[src/rtl/rxu_pkg.sv]
package rxu_pkg;
  typedef enum logic [2:0] {
    RX_IDLE, RX_START, RX_DATA, RX_PAR, RX_STOP, RX_DRAIN
  } rx_state_e;

  function automatic int wlen_bits(input logic [1:0] code);
    return 5 + int'(code);
  endfunction

  function automatic logic par_present(input logic [2:0] code);
    return !(code[2] && code[1]);
  endfunction

  function automatic logic par_checked(input logic [2:0] code);
    return !code[2];
  endfunction

  // 1 when the receiver expects an odd count of ones over data and parity
  function automatic logic par_odd(input logic [2:0] code);
    return code[1] ^ code[0];
  endfunction

  function automatic logic two_stops(input logic stop_sel, input logic [1:0] wlen);
    return stop_sel && (wlen != 2'b00);
  endfunction
endpackage

[src/rtl/rx_line_sync.sv]
module rx_line_sync #(
  parameter int STAGES = 2
) (
  input  logic clk,
  input  logic rst,
  input  logic din,
  output logic dout
);
  logic [STAGES-1:0] chain_q;

  generate
    for (genvar s = 0; s < STAGES; s++) begin : g_stage
      always_ff @(posedge clk) begin
        if (rst) chain_q[s] <= 1'b1;
        else if (s == 0) chain_q[s] <= din;
        else chain_q[s] <= chain_q[(s == 0) ? 0 : s-1];
      end
    end
  endgenerate

  assign dout = chain_q[STAGES-1];
endmodule

[src/rtl/rx_frame_fsm.sv]
module rx_frame_fsm
  import rxu_pkg::*;
#(
  parameter int DATA_W = 8,
  parameter int OSR    = 16
) (
  input  logic              clk,
  input  logic              rst,
  input  logic              tick,
  input  logic              en,
  input  logic              line,
  input  logic [1:0]        cfg_wlen,
  input  logic [2:0]        cfg_par,
  input  logic              cfg_stop2,
  output logic              done_o,
  output logic [DATA_W-1:0] data_o,
  output logic              perr_o,
  output logic              ferr_o,
  output logic              brk_o
);
  localparam int CW = $clog2(OSR);
  localparam int BW = $clog2(DATA_W + 1);
  localparam logic [CW-1:0] MID  = CW'(OSR/2 - 1);
  localparam logic [CW-1:0] LAST = CW'(OSR - 1);

  rx_state_e         state_q;
  logic [CW-1:0]     cnt_q;
  logic [BW-1:0]     bidx_q;
  logic [DATA_W-1:0] shreg_q;
  logic              acc_q, any1_q, ferr_q, brk_q, second_q;

  logic [BW-1:0] nbits;
  logic          samp;       // mid-bit sampling event
  logic          start_ok;   // start bit confirmed at mid-bit
  logic          last_stop;  // sampling the final expected stop bit

  assign nbits     = BW'(wlen_bits(cfg_wlen));
  assign samp      = tick && (cnt_q == LAST);
  assign start_ok  = (state_q == RX_START) && tick && (cnt_q == MID) && !line;
  assign last_stop = (state_q == RX_STOP) && samp &&
                     (second_q || !two_stops(cfg_stop2, cfg_wlen));

  always_ff @(posedge clk) begin
    if (rst) begin
      state_q  <= RX_IDLE;
      cnt_q    <= '0;
      bidx_q   <= '0;
      shreg_q  <= '0;
      acc_q    <= 1'b0;
      any1_q   <= 1'b0;
      ferr_q   <= 1'b0;
      brk_q    <= 1'b0;
      second_q <= 1'b0;
      done_o   <= 1'b0;
      data_o   <= '0;
      perr_o   <= 1'b0;
      ferr_o   <= 1'b0;
      brk_o    <= 1'b0;
    end else begin
      done_o <= 1'b0;
      if (!en) begin
        state_q <= RX_IDLE;
        cnt_q   <= '0;
      end else begin
        case (state_q)
          RX_IDLE: if (tick && !line) begin
            state_q <= RX_START;
            cnt_q   <= '0;
          end
          RX_START: if (tick) begin
            if (cnt_q == MID) begin
              cnt_q <= '0;
              if (start_ok) begin
                state_q  <= RX_DATA;
                bidx_q   <= '0;
                shreg_q  <= '0;
                acc_q    <= 1'b0;
                any1_q   <= 1'b0;
                ferr_q   <= 1'b0;
                brk_q    <= 1'b0;
                second_q <= 1'b0;
              end else begin
                state_q <= RX_IDLE;
              end
            end else begin
              cnt_q <= cnt_q + 1'b1;
            end
          end
          RX_DATA: if (tick) begin
            cnt_q <= (cnt_q == LAST) ? '0 : cnt_q + 1'b1;
            if (samp) begin
              shreg_q <= shreg_q | (DATA_W'(line) << bidx_q);
              acc_q   <= acc_q ^ line;
              any1_q  <= any1_q | line;
              bidx_q  <= bidx_q + 1'b1;
              if (bidx_q == nbits - 1'b1)
                state_q <= par_present(cfg_par) ? RX_PAR : RX_STOP;
            end
          end
          RX_PAR: if (tick) begin
            cnt_q <= (cnt_q == LAST) ? '0 : cnt_q + 1'b1;
            if (samp) begin
              acc_q   <= acc_q ^ line;
              any1_q  <= any1_q | line;
              state_q <= RX_STOP;
            end
          end
          RX_STOP: if (tick) begin
            cnt_q <= (cnt_q == LAST) ? '0 : cnt_q + 1'b1;
            if (samp) begin
              ferr_q <= ferr_q | !line;
              if (!second_q) brk_q <= !any1_q && !line;
              if (last_stop) begin
                done_o  <= 1'b1;
                data_o  <= shreg_q;
                perr_o  <= par_checked(cfg_par) && (acc_q ^ par_odd(cfg_par));
                ferr_o  <= ferr_q | !line;
                brk_o   <= second_q ? brk_q : (!any1_q && !line);
                state_q <= line ? RX_IDLE : RX_DRAIN;
              end else begin
                second_q <= 1'b1;
              end
            end
          end
          RX_DRAIN: if (line) state_q <= RX_IDLE;
          default: state_q <= RX_IDLE;
        endcase
      end
    end
  end


  disabled_idle_chk: assert property (@(posedge clk) disable iff (rst)
    !en |=> (state_q == RX_IDLE));

  brk_has_ferr_chk: assert property (@(posedge clk) disable iff (rst)
    done_o && brk_o |-> ferr_o);

  done_after_stop_chk: assert property (@(posedge clk) disable iff (rst)
    done_o |-> $past(state_q == RX_STOP));

  start_needs_low_chk: assert property (@(posedge clk) disable iff (rst)
    (state_q == RX_START) && tick && (cnt_q == MID) && line |=> (state_q == RX_IDLE));
endmodule

[src/rtl/rx_holding.sv]
module rx_holding #(
  parameter int DATA_W = 8
) (
  input  logic              clk,
  input  logic              rst,
  input  logic              done_i,
  input  logic [DATA_W-1:0] data_i,
  input  logic              perr_i,
  input  logic              ferr_i,
  input  logic              brk_i,
  input  logic              rd_buf,
  input  logic              rd_stat,
  output logic [DATA_W-1:0] rbuf_o,
  output logic              drdy_o,
  output logic              pe_o,
  output logic              fe_o,
  output logic              oe_o,
  output logic              bk_o
);
  logic load, overrun;
  assign load    = done_i && !drdy_o;
  assign overrun = done_i && drdy_o;

  always_ff @(posedge clk) begin
    if (rst) begin
      rbuf_o <= '0;
      drdy_o <= 1'b0;
      pe_o   <= 1'b0;
      fe_o   <= 1'b0;
      oe_o   <= 1'b0;
      bk_o   <= 1'b0;
    end else begin
      if (load) rbuf_o <= data_i;
      if (load) drdy_o <= 1'b1;
      else if (rd_buf) drdy_o <= 1'b0;
      pe_o <= (load && perr_i) || (pe_o && !rd_stat);
      fe_o <= (load && ferr_i) || (fe_o && !rd_stat);
      bk_o <= (load && brk_i)  || (bk_o && !rd_stat);
      oe_o <= overrun || (oe_o && !rd_stat);
    end
  end


  rdy_from_done_chk: assert property (@(posedge clk) disable iff (rst)
    $rose(drdy_o) |-> $past(done_i));

  ovr_cause_chk: assert property (@(posedge clk) disable iff (rst)
    $rose(oe_o) |-> $past(done_i && drdy_o));

  held_buffer_chk: assert property (@(posedge clk) disable iff (rst)
    drdy_o |=> $stable(rbuf_o));

  stat_keeps_rdy_chk: assert property (@(posedge clk) disable iff (rst)
    rd_stat && !rd_buf && !done_i |=> $stable(drdy_o));
endmodule

[src/rtl/uart_rx_dbuf.sv]
module uart_rx_dbuf #(
  parameter int DATA_W      = 8,
  parameter int OSR         = 16,
  parameter int SYNC_STAGES = 2
) (
  input  logic              clk,
  input  logic              rst,
  input  logic              os_tick,
  input  logic              rx_en,
  input  logic              serial_in,
  input  logic [1:0]        cfg_wlen,
  input  logic [2:0]        cfg_par,
  input  logic              cfg_stop2,
  input  logic              rd_buf,
  input  logic              rd_stat,
  output logic [DATA_W-1:0] rx_data,
  output logic              data_rdy,
  output logic              err_par,
  output logic              err_frm,
  output logic              err_ovr,
  output logic              brk_det
);
  logic              line_s;
  logic              chr_done;
  logic [DATA_W-1:0] chr_data;
  logic              chr_perr, chr_ferr, chr_brk;

  rx_line_sync #(.STAGES(SYNC_STAGES)) sync_i (
    .clk(clk), .rst(rst), .din(serial_in), .dout(line_s)
  );

  rx_frame_fsm #(.DATA_W(DATA_W), .OSR(OSR)) frame_i (
    .clk(clk), .rst(rst), .tick(os_tick), .en(rx_en), .line(line_s),
    .cfg_wlen(cfg_wlen), .cfg_par(cfg_par), .cfg_stop2(cfg_stop2),
    .done_o(chr_done), .data_o(chr_data), .perr_o(chr_perr),
    .ferr_o(chr_ferr), .brk_o(chr_brk)
  );

  rx_holding #(.DATA_W(DATA_W)) hold_i (
    .clk(clk), .rst(rst), .done_i(chr_done), .data_i(chr_data),
    .perr_i(chr_perr), .ferr_i(chr_ferr), .brk_i(chr_brk),
    .rd_buf(rd_buf), .rd_stat(rd_stat), .rbuf_o(rx_data),
    .drdy_o(data_rdy), .pe_o(err_par), .fe_o(err_frm),
    .oe_o(err_ovr), .bk_o(brk_det)
  );
endmodule

[config.mk]
export PLATFORM = sky130hd
export DESIGN_NAME = uart_rx_dbuf
export DESIGN_NICKNAME = d
export VERILOG_FILES = /design/src/rtl/rxu_pkg.sv /design/src/rtl/rx_line_sync.sv /design/src/rtl/rx_frame_fsm.sv /design/src/rtl/rx_holding.sv /design/src/rtl/uart_rx_dbuf.sv
export SDC_FILE = /design/constraint.sdc
export NUM_CORES = 1
export LEC_CHECK = 0
export ABC_AREA = 1
export BUFFER_PORTS_ARGS = -buffer_cell sky130_fd_sc_hd__buf_2
export CORE_MARGIN = 2
export CORE_UTILIZATION = 40
export DETAILED_ROUTE_END_ITERATION = 12
export GPL_ROUTABILITY_DRIVEN = 0
export PLACE_DENSITY_LB_ADDON = 0.15
export SYNTH_ARGS = -nofsm -noshare
export SYNTH_HDL_FRONTEND = slang
export SYNTH_SLANG_ARGS = --single-unit
export TNS_END_PERCENT = 20
[constraint.sdc]
create_clock -name clk -period 2.8 [get_ports clk]
set_input_delay 0.42 -clock clk [delete_from_list [all_inputs] [get_ports clk]]
set_output_delay 0.42 -clock clk [all_outputs]
set_load 0.005 [all_outputs]
==> summary.txt <==
Placed design
  – Placed cells: between 400 and 500
  – HPWL Detailed: 3.916 mm
  – Port buffer count: 25
  – Pre-CTS setup slack: around 0.96 ns

Die
  – Initial Util: between 40% and 50%
  – Die height: a little over 80 um
  – Core area: roughly 6000 sq um
  – Die area: roughly 6900 sq um
  – Ports: 26
  – Die W: between 80 and 90 um
  – Rows: 28

Timing
  – Fmax: between 500 and 600 MHz
  – Tmin final: around 1.9 ns
  – Slew Limit Fails: 0
  – Relative slew slack: slightly above 50%
  – TNS Setup: 0 ns
  – Fin Hold WS: 0.2984 ns
  – Fin. Hold Viols: 0
  – Final WS setup: around 0.94 ns
  – Setup Viol. Count Final: 0
  – Final Cycle Share: approximately 66%
  – Slew at the pin closest to its max-slew limit: around 0.73 ns
  – RSZ-0062 raised after global routing: false
  – Clk_skew: around 0.0083 ns

Logic synthesis
  – Library cells used by synthesis: 27
  – Flops & latches, synth: 51
  – Post-synth ARST share: 0%
  – Most numerous cell in the Yosys netlist: nor2_1
  – Synth top cells by count: nor2_1, nand2_1, dfxtp_1, inv_1, nand3_1
  – Largest cells by area after synthesis: dfxtp_1, nor2_1, nand2_1
  – Register area share after synthesis: 41.01%
  – YS warnings: 0
  – Area leader, netlist: dfxtp_1
  – Avg Inst Size Synth: slightly below 7 sq um
  – Gate Count Post-Synth: between 300 and 400
  – Top cell type's share of synthesized area: between 40 and 50%
  – Synth Net Count: 376
  – EDFF count, synth: 0
  – Area of the mapped netlist: roughly 2500 sq um
  – Top_reg_cell synth: dfxtp_1

Worst setup path
  – Crit path max fanout: 15
  – Crit start category: flop
  – Crit-path max cell delay: 0.48 ns
  – Critical Path AT: a little over 2 ns
  – CP cell instances: ha_1 -> nand3_1 -> o21ai_2 -> nand3_1 -> nor2_1 -> nand2_1 -> nand2_1 -> nor2_1
  – Crit path kind: flop to flop
  – Crit path required time: about 3.0 ns
  – Slowest-stage cell, CP: o21ai_2
  – CP Capture Type: flop

Power and ir drop
  – Max rail drop VDD: approximately 0.00024 V
  – Pleak: about 1.2 nW
  – Power per cell area: between 500 and 600 nW/um^2

Drt
  – WL per Instance: roughly 11 um
  – Antenna Violating Nets Remaining: 0
  – Drt first pass iters: 4
  – Post-Route WL: ~5 mm
  – Post-route DRC: 0
  – Number of vias in the routed layout: roughly 2.2k
  – Initial DRC count: a little over 80
  – Via/cell ratio: 4.848

GRT
  – GRT Resource Usage Total: between 10% and 20%
  – Number of global-route vias before repair: ~2k
  – Initial antenna violation count: 0
  – Grt total ovfl: 0
  – Pin count of the biggest net entering global routing: 23
  – First-pass GRT wire length: roughly 8.7 mm

Layout
  – Synthesis-to-layout area growth: 10.45%
  – Diode count: 0
  – Area of the multi-input gates: 1229 sq um
  – Layout cells sized above 1: between 10% and 20%
  – Layout Cells excl Fill: 461
  – Fillers: between 600 and 700
  – Seq. cell area: ~1000 sq um
  – Final nets: 400

Job
  – Max-cap violations: 0

Clock tree
  – Htree depth: 2
  – Clock Root Buffer: clkbuf_8
  – Cts repair resizes: 0
  – Clk slew on worst S/H paths: 0.10 ns
  – CTS tree: yes
  – Max clock buf depth: 2
  – Hold-fix buffers, CTS: 0
  – Worst skew pair latency: about 0.30 ns
  – Number of setup buffers added after CTS: 0
  – Num CTS Buffers: 5
  – Clk sinks: ~50

Min path
  – Hold Crit Class: input port to flop

Status
  – Run status: finished clean
==> worst max-delay path, delay by kind of cell, from the launching register on <==
kind | cells | cell delay [ns]
AOI/OAI and AO/OA | 1 | 0.48
adders and majority gates | 1 | 0.22
DFF | 1 | 0.36
and+or+nand+nor | 6 | 0.70
==> routing by layer <==
metal / vias up / GRT usage, % / routed length, um
met2: 21 / 25.73 / 2461
li1: 1199 / - / -
met3: 7 / 2.684 / 105
met4: 0 / 4.173 / 83
met5: - / 0 / 0
met1: 1008 / 19.25 / 2503
==> metrics by stage <==
stage	area, sq um	total power [mW]	utilization, %
floorplan	2490	1.047	-
global placement	2653	1.111	44.54
detailed placement	2653	1.109	44.54
CTS	2750	1.566	46.18
global route	2750	1.645	46.18
finish	2750	1.544	46.18
==> worst paths after layout <==
path / from / to / slack (ns) / depth (start not counted)
max reg2reg: frame_i.cnt_q[0] / frame_i.ferr_q / 0.94 / 8
min reg2reg: sync_i.chain_q[0] / sync_i.dout / 0.42 / 1
max: frame_i.cnt_q[0] / frame_i.ferr_q / 0.94 / 8
min: serial_in / sync_i.chain_q[0] / 0.30 / 2
==> logic make-up (layout without fill, tap and decap cells) <==
group                      count (synthesis)  after routing  synth area share [%]
and+or+nand+nor                          184            184                 33.42
AOI/OAI and AO/OA                         62             62                 13.17
buffers and inverters                     57             82                 9.648
DFF                                       51             51                 41.01
xor gates and xnor gates                   5              5                 1.759
adders and majority gates                  2              2                 1.005
==> power by group <==
group | total, mW | internal, mW | switching, mW
Combinational | 0.313 | 0.105 | 0.209
Clock | 0.452 | 0.186 | 0.266
Sequential | 0.779 | 0.749 | 0.0298
Total | 1.54 | 1.04 | 0.505
==> final cells by class <==
class | instances | share of cell area [%]
Clock inverter | 3 | 1.046
Multi-Input combinational cell | 253 | 44.68
Inverter | 49 | 6.688
Tap cell | 75 | 3.412
Timing Repair Buffer | 25 | 4.550
Clock buffer | 5 | 2.502
Sequential cell | 51 | 37.12
==> cell usage in the layout, fill, tap and decap left out, drive strengths merged, types with 3 or more instances in the layout <==
cell,n
a21oi,36
o21ai,25
nand3,41
dfxtp,51
xor2,3
clkbuf,5
or2,4
buf,25
inv,50
nor3,4
nand4,3
nor2,64
nand2,66
==> sequential cells by signal (all words and copies together), names as in the netlist, 3 cells and up <==
register / count
frame_i.bidx_q: 4
frame_i.cnt_q: 4
frame_i.data_o: 8
frame_i.shreg_q: 8
frame_i.state_q: 3
hold_i.rbuf_o: 8
Note: power is estimated with default switching activity, not from simulation.
